$ cat config.mk
export PLATFORM = sky130hd
export DESIGN_NAME = chan_arbiter
export DESIGN_NICKNAME = d
export VERILOG_FILES = /design/src/rtl/chan_arb_pkg.sv /design/src/rtl/arb_prio_pick.sv /design/src/rtl/arb_beat_count.sv /design/src/rtl/chan_arbiter.sv
export SDC_FILE = /design/constraint.sdc
export NUM_CORES = 1
export LEC_CHECK = 0
export BUFFER_PORTS_ARGS = -buffer_cell sky130_fd_sc_hd__buf_2
export CORE_MARGIN = 10
export CORE_UTILIZATION = 45
export DETAILED_ROUTE_END_ITERATION = 12
export HOLD_SLACK_MARGIN = 0.08
export PLACE_DENSITY = 0.72
export SETUP_SLACK_MARGIN = 0.5
export SYNTH_ARGS = -nofsm -noshare
export SYNTH_HDL_FRONTEND = slang
export SYNTH_SLANG_ARGS = --single-unit
$ cat constraint.sdc
create_clock -name clk -period 9.8 [get_ports clk]
set_input_delay 0.98 -clock clk [delete_from_list [all_inputs] [get_ports clk]]
set_output_delay 0.98 -clock clk [all_outputs]
set_load 0.01 [all_outputs]
$ cat src/rtl/chan_arb_pkg.sv
package chan_arb_pkg;
  typedef enum logic {
    ARB_IDLE = 1'b0,
    ARB_BUSY = 1'b1
  } arb_state_e;
endpackage

$ cat src/rtl/arb_prio_pick.sv
module arb_prio_pick #(
  parameter int NCH = 6,
  parameter int PW  = 3,
  parameter int IW  = 3
) (
  input  logic [NCH-1:0]    req,
  input  logic [NCH*PW-1:0] prio,
  output logic              any,
  output logic [IW-1:0]     idx
);
  logic [PW-1:0] best;

  // Scan from the top index down; ">=" lets a lower index take a tie.
  always_comb begin
    any  = 1'b0;
    idx  = '0;
    best = '0;
    for (int i = NCH - 1; i >= 0; i--) begin
      if (req[i] && (!any || prio[i*PW +: PW] >= best)) begin
        any  = 1'b1;
        idx  = IW'(i);
        best = prio[i*PW +: PW];
      end
    end
  end


  always_comb begin
    if (any) begin
      pick_req_chk: assert (req[idx]);
    end
  end
endmodule

$ cat src/rtl/arb_beat_count.sv
module arb_beat_count #(
  parameter int LW = 4
) (
  input  logic          clk,
  input  logic          rst,
  input  logic          busy,
  input  logic          beat,
  input  logic [LW-1:0] len,
  output logic          last
);
  logic [LW-1:0] cnt_q;

  assign last = busy && beat && (cnt_q == len);

  always_ff @(posedge clk) begin
    if (rst || !busy || last) begin
      cnt_q <= '0;
    end else if (beat) begin
      cnt_q <= cnt_q + 1'b1;
    end
  end


  idle_beat_chk: assert property (@(posedge clk) disable iff (rst)
    (!busy) |=> (cnt_q == '0));


  beat_step_chk: assert property (@(posedge clk) disable iff (rst)
    (busy && beat && !last) |=> (cnt_q == $past(cnt_q) + 1'b1));
endmodule

$ cat src/rtl/chan_arbiter.sv
module chan_arbiter
  import chan_arb_pkg::*;
#(
  parameter int NCH = 6,
  parameter int PW  = 3,
  parameter int LW  = 4,
  localparam int IW = $clog2(NCH)
) (
  input  logic              clk,
  input  logic              rst,
  input  logic [NCH-1:0]    req,
  input  logic [NCH*PW-1:0] prio,
  input  logic [LW-1:0]     burst_len,
  input  logic              beat_done,
  output logic [NCH-1:0]    gnt,
  output logic [IW-1:0]     gnt_idx,
  output logic              gnt_valid
);
  arb_state_e     st_q;
  logic           pick_any;
  logic [IW-1:0]  pick_idx;
  logic [NCH-1:0] pick_oh;
  logic           xfer_last;

  arb_prio_pick #(.NCH(NCH), .PW(PW), .IW(IW)) u_pick (
    .req  (req),
    .prio (prio),
    .any  (pick_any),
    .idx  (pick_idx)
  );

  arb_beat_count #(.LW(LW)) u_beats (
    .clk  (clk),
    .rst  (rst),
    .busy (st_q == ARB_BUSY),
    .beat (beat_done),
    .len  (burst_len),
    .last (xfer_last)
  );

  for (genvar g = 0; g < NCH; g++) begin : g_oh
    assign pick_oh[g] = (pick_idx == IW'(g));
  end

  always_ff @(posedge clk) begin
    if (rst) begin
      st_q    <= ARB_IDLE;
      gnt     <= '0;
      gnt_idx <= '0;
    end else if (st_q == ARB_BUSY) begin
      if (xfer_last) begin
        st_q    <= ARB_IDLE;
        gnt     <= '0;
        gnt_idx <= '0;
      end
    end else if (pick_any) begin
      st_q    <= ARB_BUSY;
      gnt     <= pick_oh;
      gnt_idx <= pick_idx;
    end
  end

  assign gnt_valid = (st_q == ARB_BUSY);


  grant_onehot_chk: assert property (@(posedge clk) disable iff (rst)
    $onehot0(gnt) && (gnt_valid == (gnt != '0)) &&
    (!gnt_valid || ((gnt >> gnt_idx) & NCH'(1)) != '0));


  idle_grant_chk: assert property (@(posedge clk) disable iff (rst)
    (!gnt_valid && (req != '0)) |=> gnt_valid);


  no_req_idle_chk: assert property (@(posedge clk) disable iff (rst)
    (!gnt_valid && (req == '0)) |=> (!gnt_valid && gnt == '0));


  grant_hold_chk: assert property (@(posedge clk) disable iff (rst)
    (gnt_valid && !xfer_last) |=> (gnt_valid && $stable(gnt) && $stable(gnt_idx)));


  release_gap_chk: assert property (@(posedge clk) disable iff (rst)
    (gnt_valid && xfer_last) |=> !gnt_valid);
endmodule

==> results of run 1 <==
flip-flops by register name, summed over array words and instances, names as in the netlist:
signal         cells
gnt_idx            3
gnt_valid          1
gnt                6
u_beats.cnt_q      4
cell usage in the layout (no fill, tap or decap), types with 2 or more instances in the layout:
cell,instances
a21oi_1,11
a22o_1,3
buf_2,40
clkbuf_4,3
dfxtp_1,14
ha_1,16
inv_1,10
mux2_2,2
mux2_4,2
nand2_1,18
nand2b_1,5
nand4_1,2
nor2_1,10
nor2_2,2
nor2b_1,2
nor3_1,3
o211ai_1,2
o21ai_0,11
o21ai_1,3
o22ai_1,2
o2bb2ai_1,2
or3_1,3
xnor2_1,2
xor2_1,5
worst min path at each step:
| stage | end | slack [ps] |
|---|---|---|
| after floorplan | gnt[4] | 490 |
| after global placement | gnt_idx[2] | 440 |
| after detailed placement | gnt_idx[2] | 450 |
| after CTS | gnt_idx[2] | 470 |
| after global routing | gnt_idx[0] | 490 |
| final | gnt_idx[2] | 470 |
kinds of logic (layout without fill, tap and decap cells):
family,Yosys count,in the layout,synth area share (%)
AOI/OAI and AO/OA,46,46,26.3
xor gates and xnor gates,7,7,4.91
and+or+nand+nor,52,52,21.3
muxes,5,5,5.01
adders and majority gates,16,16,16.0
DFF,14,14,22.4
buffers and inverters,12,53,4.00
metal layers:
metal	track usage (%)	part of all wire, %	up-vias
met5	0	0	-
met2	25.0	52	35
met3	3.95	6.7	5
met4	4.43	1.5	0
met1	13.0	39	563
li1	-	-	638
through the flow:
stage | worst slack, ps | instances | util (%) | hold WS (ps)
after floorplan | 2660 | 152 | - | 489
after global placement | 2140 | 221 | 54.5 | 443
after detailed placement | 1840 | 221 | 54.5 | 451
after CTS | 2120 | 224 | 55.3 | 469
after global routing | 1500 | 224 | 55.3 | 487
final | 2110 | 224 | 55.3 | 468
where the power goes:
part / switching (mW) / leakage [nW] / internal [mW] / total (mW)
Sequential: 0.00385 / 0.114 / 0.0624 / 0.0662
Clock: 0.0168 / 0.0138 / 0.0143 / 0.0311
Combinational: 0.0509 / 0.598 / 0.0405 / 0.0914
layout make-up:
| class | count | area, sq um | share of cell area [%] |
|---|---|---|---|
| multi-input cells | 126 | 920 | 61.4 |
| flip-flops and latches | 14 | 280 | 18.7 |
| repair buffers | 40 | 200 | 13.4 |
| well taps | 31 | 38.8 | 2.59 |
| inverters | 10 | 37.5 | 2.50 |
| clock buffers | 3 | 22.5 | 1.50 |
==> flow_summary.toml, run 1 <==
[clock_network]
path_clk_slew_ps = 70
clock_latency_ps = 280
cts_resized = 0
numCtsBuffers = 3
hold_buffers = 0
clockBufferDepth = 2
htree_levels = 1
cts_root_buf = "clkbuf_4"
post_cts_buffers = 0
cts_tree = "done"
cts.sinks = 14

[die]
ioPinCount = 41
coreArea_sq_um = 2710
fp.dieW_microns = 72.7
die_area_sq_um = 5290
row_count = 19
die_y_microns = 72.7
initial_core_util_pct = 46.1

[cells_and_area]
nets = 242
layout-drive-gt1-share_pct = 28.5
area_growth_pct = 19.9
fillers = 257
stdcell_area_sq_um = 1500
diodes = 0

[route]
wl_per_cell_microns = 14.9
dr.pass1.iters = 4
drtIter0Drc = 28
drc_errors = 0
viasPerCell = 5.54
postRouteWirelength_microns = 3340
vias = 1241
antenna_left = 0

[sta]
setup_viol = 0
finClkSkew_ps = 0.839
slew_violations = 0
worst_slew_pin_slew_ps = 476
max_freq_ghz = 0.130
finalCritPeriodShare_pct = 78.5
rsz0062_at_grt = "no"
hold_viol = 0
slew_headroom_pct = 68.0
post-route-min-period_ps = 7690
fin_tns_setup_ps = 0

[power]
p_leak_nw = 0.726
powerDensity_nw_per_um2 = 126
irDropWorstVdd_uv = 95.0
totalPowerFinal_mw = 0.189

[placement]
dp_hpwl_microns = 2910
place_area_sq_um = 1480
port_buffers = 40
place_congestion = 0.797

[critical_path]
max_stage_delay_ps = 430
cp-startpoint = "req[5]"
reg2reg_from = "u_beats.cnt_q[2]"
cp_max_fo = 11
path_buf_inv = 1
path_class = "input pin to flop"
critPathMostFrequentCell = "o21ai_0"
required_ps = 10030
cp_top_family = "compound AO/OA/AOI/OAI gates"
crit_end = "gnt_idx[2]"
ff2ff_path_depth = 6
cp-end-kind = "flop"
critPathLaunchType = "input pin"
worst-path-stages = 32
rrSetupSlack_ps = 8240
cp.arrival_ps = 7920
cp_slowest_cell = "or3_1"
r2r-end = "gnt_idx[1]"

[grt]
grt_pass1_vias = 1296
track_usage_pct = 13.1
grt_pass1_wl_microns = 5670
antenna_found_initial = 0
grt_max_degree = 12
grt_overflow_total = 0

[synthesis]
ys_types = 44
synthCells = 152
synth_edf_count = 0
yosysTopAreaCell = "dfxtp_1"
synth_top_area_share_pct = 22.4
seq_area_frac_synth_pct = 22.4
syn_area_sq_um = 1250
synth.most_common_cell = "nand2_1"
synthTopCellsByArea = "dfxtp_1, ha_1, nand2_1, a21oi_1, o21ai_0"
syn_nets = 199
avgSynthCellArea_sq_um = 8.22
synthFlopType = "dfxtp_1"
ys_warn_count = 0
synthArstFlopShare_pct = 0
synthTopCellsByCount = "nand2_1, ha_1, dfxtp_1, a21oi_1, o21ai_0"
synth_seq_cells = 14

[run]
drv_cap = 0

[worst_hold_path]
worstHoldStart = "gnt_idx[2]"
min_path_cells = 1
hold_class = "flop to flop"

[run_status]
outcome = "completed"
Power figures use the tool's default switching activity.
==> run 2, diff against run 1 <==
==> constraint.sdc (replaced) <==
create_clock -name clk -period 7.1 [get_ports clk]
set_input_delay 0.71 -clock clk [delete_from_list [all_inputs] [get_ports clk]]
set_output_delay 0.71 -clock clk [all_outputs]
set_load 0.01 [all_outputs]
==> flow_summary.toml, run 2 (synthesized netlist as in run 1, its figures left out) <==
[cells_and_area]
mostFrequentLayoutCells = "buf_2, buf_4, nand2_1"
regMostFlops = "gnt"
multi_input_area_sq_um = 1110
area_growth_pct = 54.1
nets = 271
fillers = 197
top_regs = "gnt x6, u_beats.cnt_q x4, gnt_idx x3"
largest_reg_flops = 6
final_cells = 254
final_common_cell = "buf_2"
layout-drive-gt1-share_pct = 52.0
seq_area_sq_um = 280
stdcell_area_sq_um = 1930
diodes = 0

[critical_path]
cp_slowest_cell = "or3_4"
critPathMostFrequentCell = "o21ai_2"
cp-end-kind = "flop"
cp_max_fo = 9
critPathLaunchType = "input pin"
required_ps = 7340
max_stage_delay_ps = 400
cp.arrival_ps = 6700
path_class = "input pin to flop"

[clock_network]
cts.sinks = 14
cts_root_buf = "clkbuf_4"
clockBufferDepth = 2
cts_tree = "done"
clock_latency_ps = 280
numCtsBuffers = 3
path_clk_slew_ps = 90
hold_buffers = 0
htree_levels = 1

[route]
wl_per_cell_microns = 16.7
drc_errors = 0
vias = 1452
dr.pass1.iters = 4
viasPerCell = 5.72
postRouteWirelength_microns = 4240
drtIter0Drc = 59
antenna_left = 0

[sta]
slew_violations = 0
post-route-min-period_ps = 6460
rsz0062_at_grt = "no"
hold_viol = 0
finalCritPeriodShare_pct = 91.0
worst_slew_pin_slew_ps = 575
setup_viol = 0
max_freq_ghz = 0.155
finClkSkew_ps = 5.96
slew_headroom_pct = 61.4

[power]
powerDensity_nw_per_um2 = 187
irDropWorstVdd_uv = 212
p_leak_nw = 0.912
totalPowerFinal_mw = 0.360

[die]
die_area_sq_um = 5290
row_count = 19
coreArea_sq_um = 2710
fp.dieW_microns = 72.7
initial_core_util_pct = 46.1
ioPinCount = 41
die_y_microns = 72.7

[placement]
port_buffers = 40
place_area_sq_um = 1520
dp_hpwl_microns = 2900
place_inst = 223
place_congestion = 0.830

[grt]
grt_pass1_vias = 1387
track_usage_pct = 13.8
grt_max_degree = 10
antenna_found_initial = 0
grt_pass1_wl_microns = 6070
grt_overflow_total = 0

[worst_hold_path]
hold_class = "flop to flop"

[run]
drv_cap = 0

[run_status]
outcome = "completed"
-- run 2: final cells by class --
cell class              count  area share (%)
inverters                  10            1.95
multi-input cells         126            57.6
flip-flops and latches     14            14.6
well taps                  31            2.01
clock buffers               4            1.88
repair buffers             69            22.0
-- run 2: routing by layer --
| metal | wire [microns] | share of wire (%) | track usage, % |
|---|---|---|---|
| met1 | 1590 | 38 | 14.3 |
| met2 | 2230 | 53 | 24.6 |
| met3 | 280 | 6.6 | 4.76 |
| met4 | 128 | 3.0 | 5.70 |
| met5 | 0 | 0 | 0 |
-- run 2: critical path, delay by kind of cell --
family	cells	cell delay, ps
adders and majority gates	5	1360
buffers and inverters	4	560
AOI/OAI and AO/OA	14	2410
and+or+nand+nor	9	1650
-- run 2: what timing repair did --
item / CTS / global route
resized for setup: 9 / 29
pin swaps: 10 / 17
endpoints found under the setup margin: 4 / 9
setup buffers: 17 / 10
-- run 2: stage by stage --
step | utilization (%) | setup slack, ps | hold WS (ps) | TNS, ps
floorplan | - | 530 | 489 | 0
global placement | 56.1 | 207 | 440 | 0
detailed placement | 56.1 | -0.659 | 445 | -0.659
CTS | 63.5 | 504 | 468 | 0
global route | 71.1 | 399 | 489 | 0
finish | 71.1 | 636 | 467 | 0
-- run 2: worst paths after layout --
path         slack (ps)        startpoint    endpoint  depth (start not counted)
max                 640            req[5]  gnt_idx[2]                         32
min                 470        gnt_idx[2]  gnt_idx[2]                          1
max reg2reg        5580  u_beats.cnt_q[2]  gnt_idx[1]                          6
min reg2reg         470        gnt_idx[2]  gnt_idx[2]                          1
-- run 2: report_power, final --
part	internal [mW]	switching, mW
registers	0.0861	0.00542
logic	0.107	0.103
clock network	0.0312	0.0273
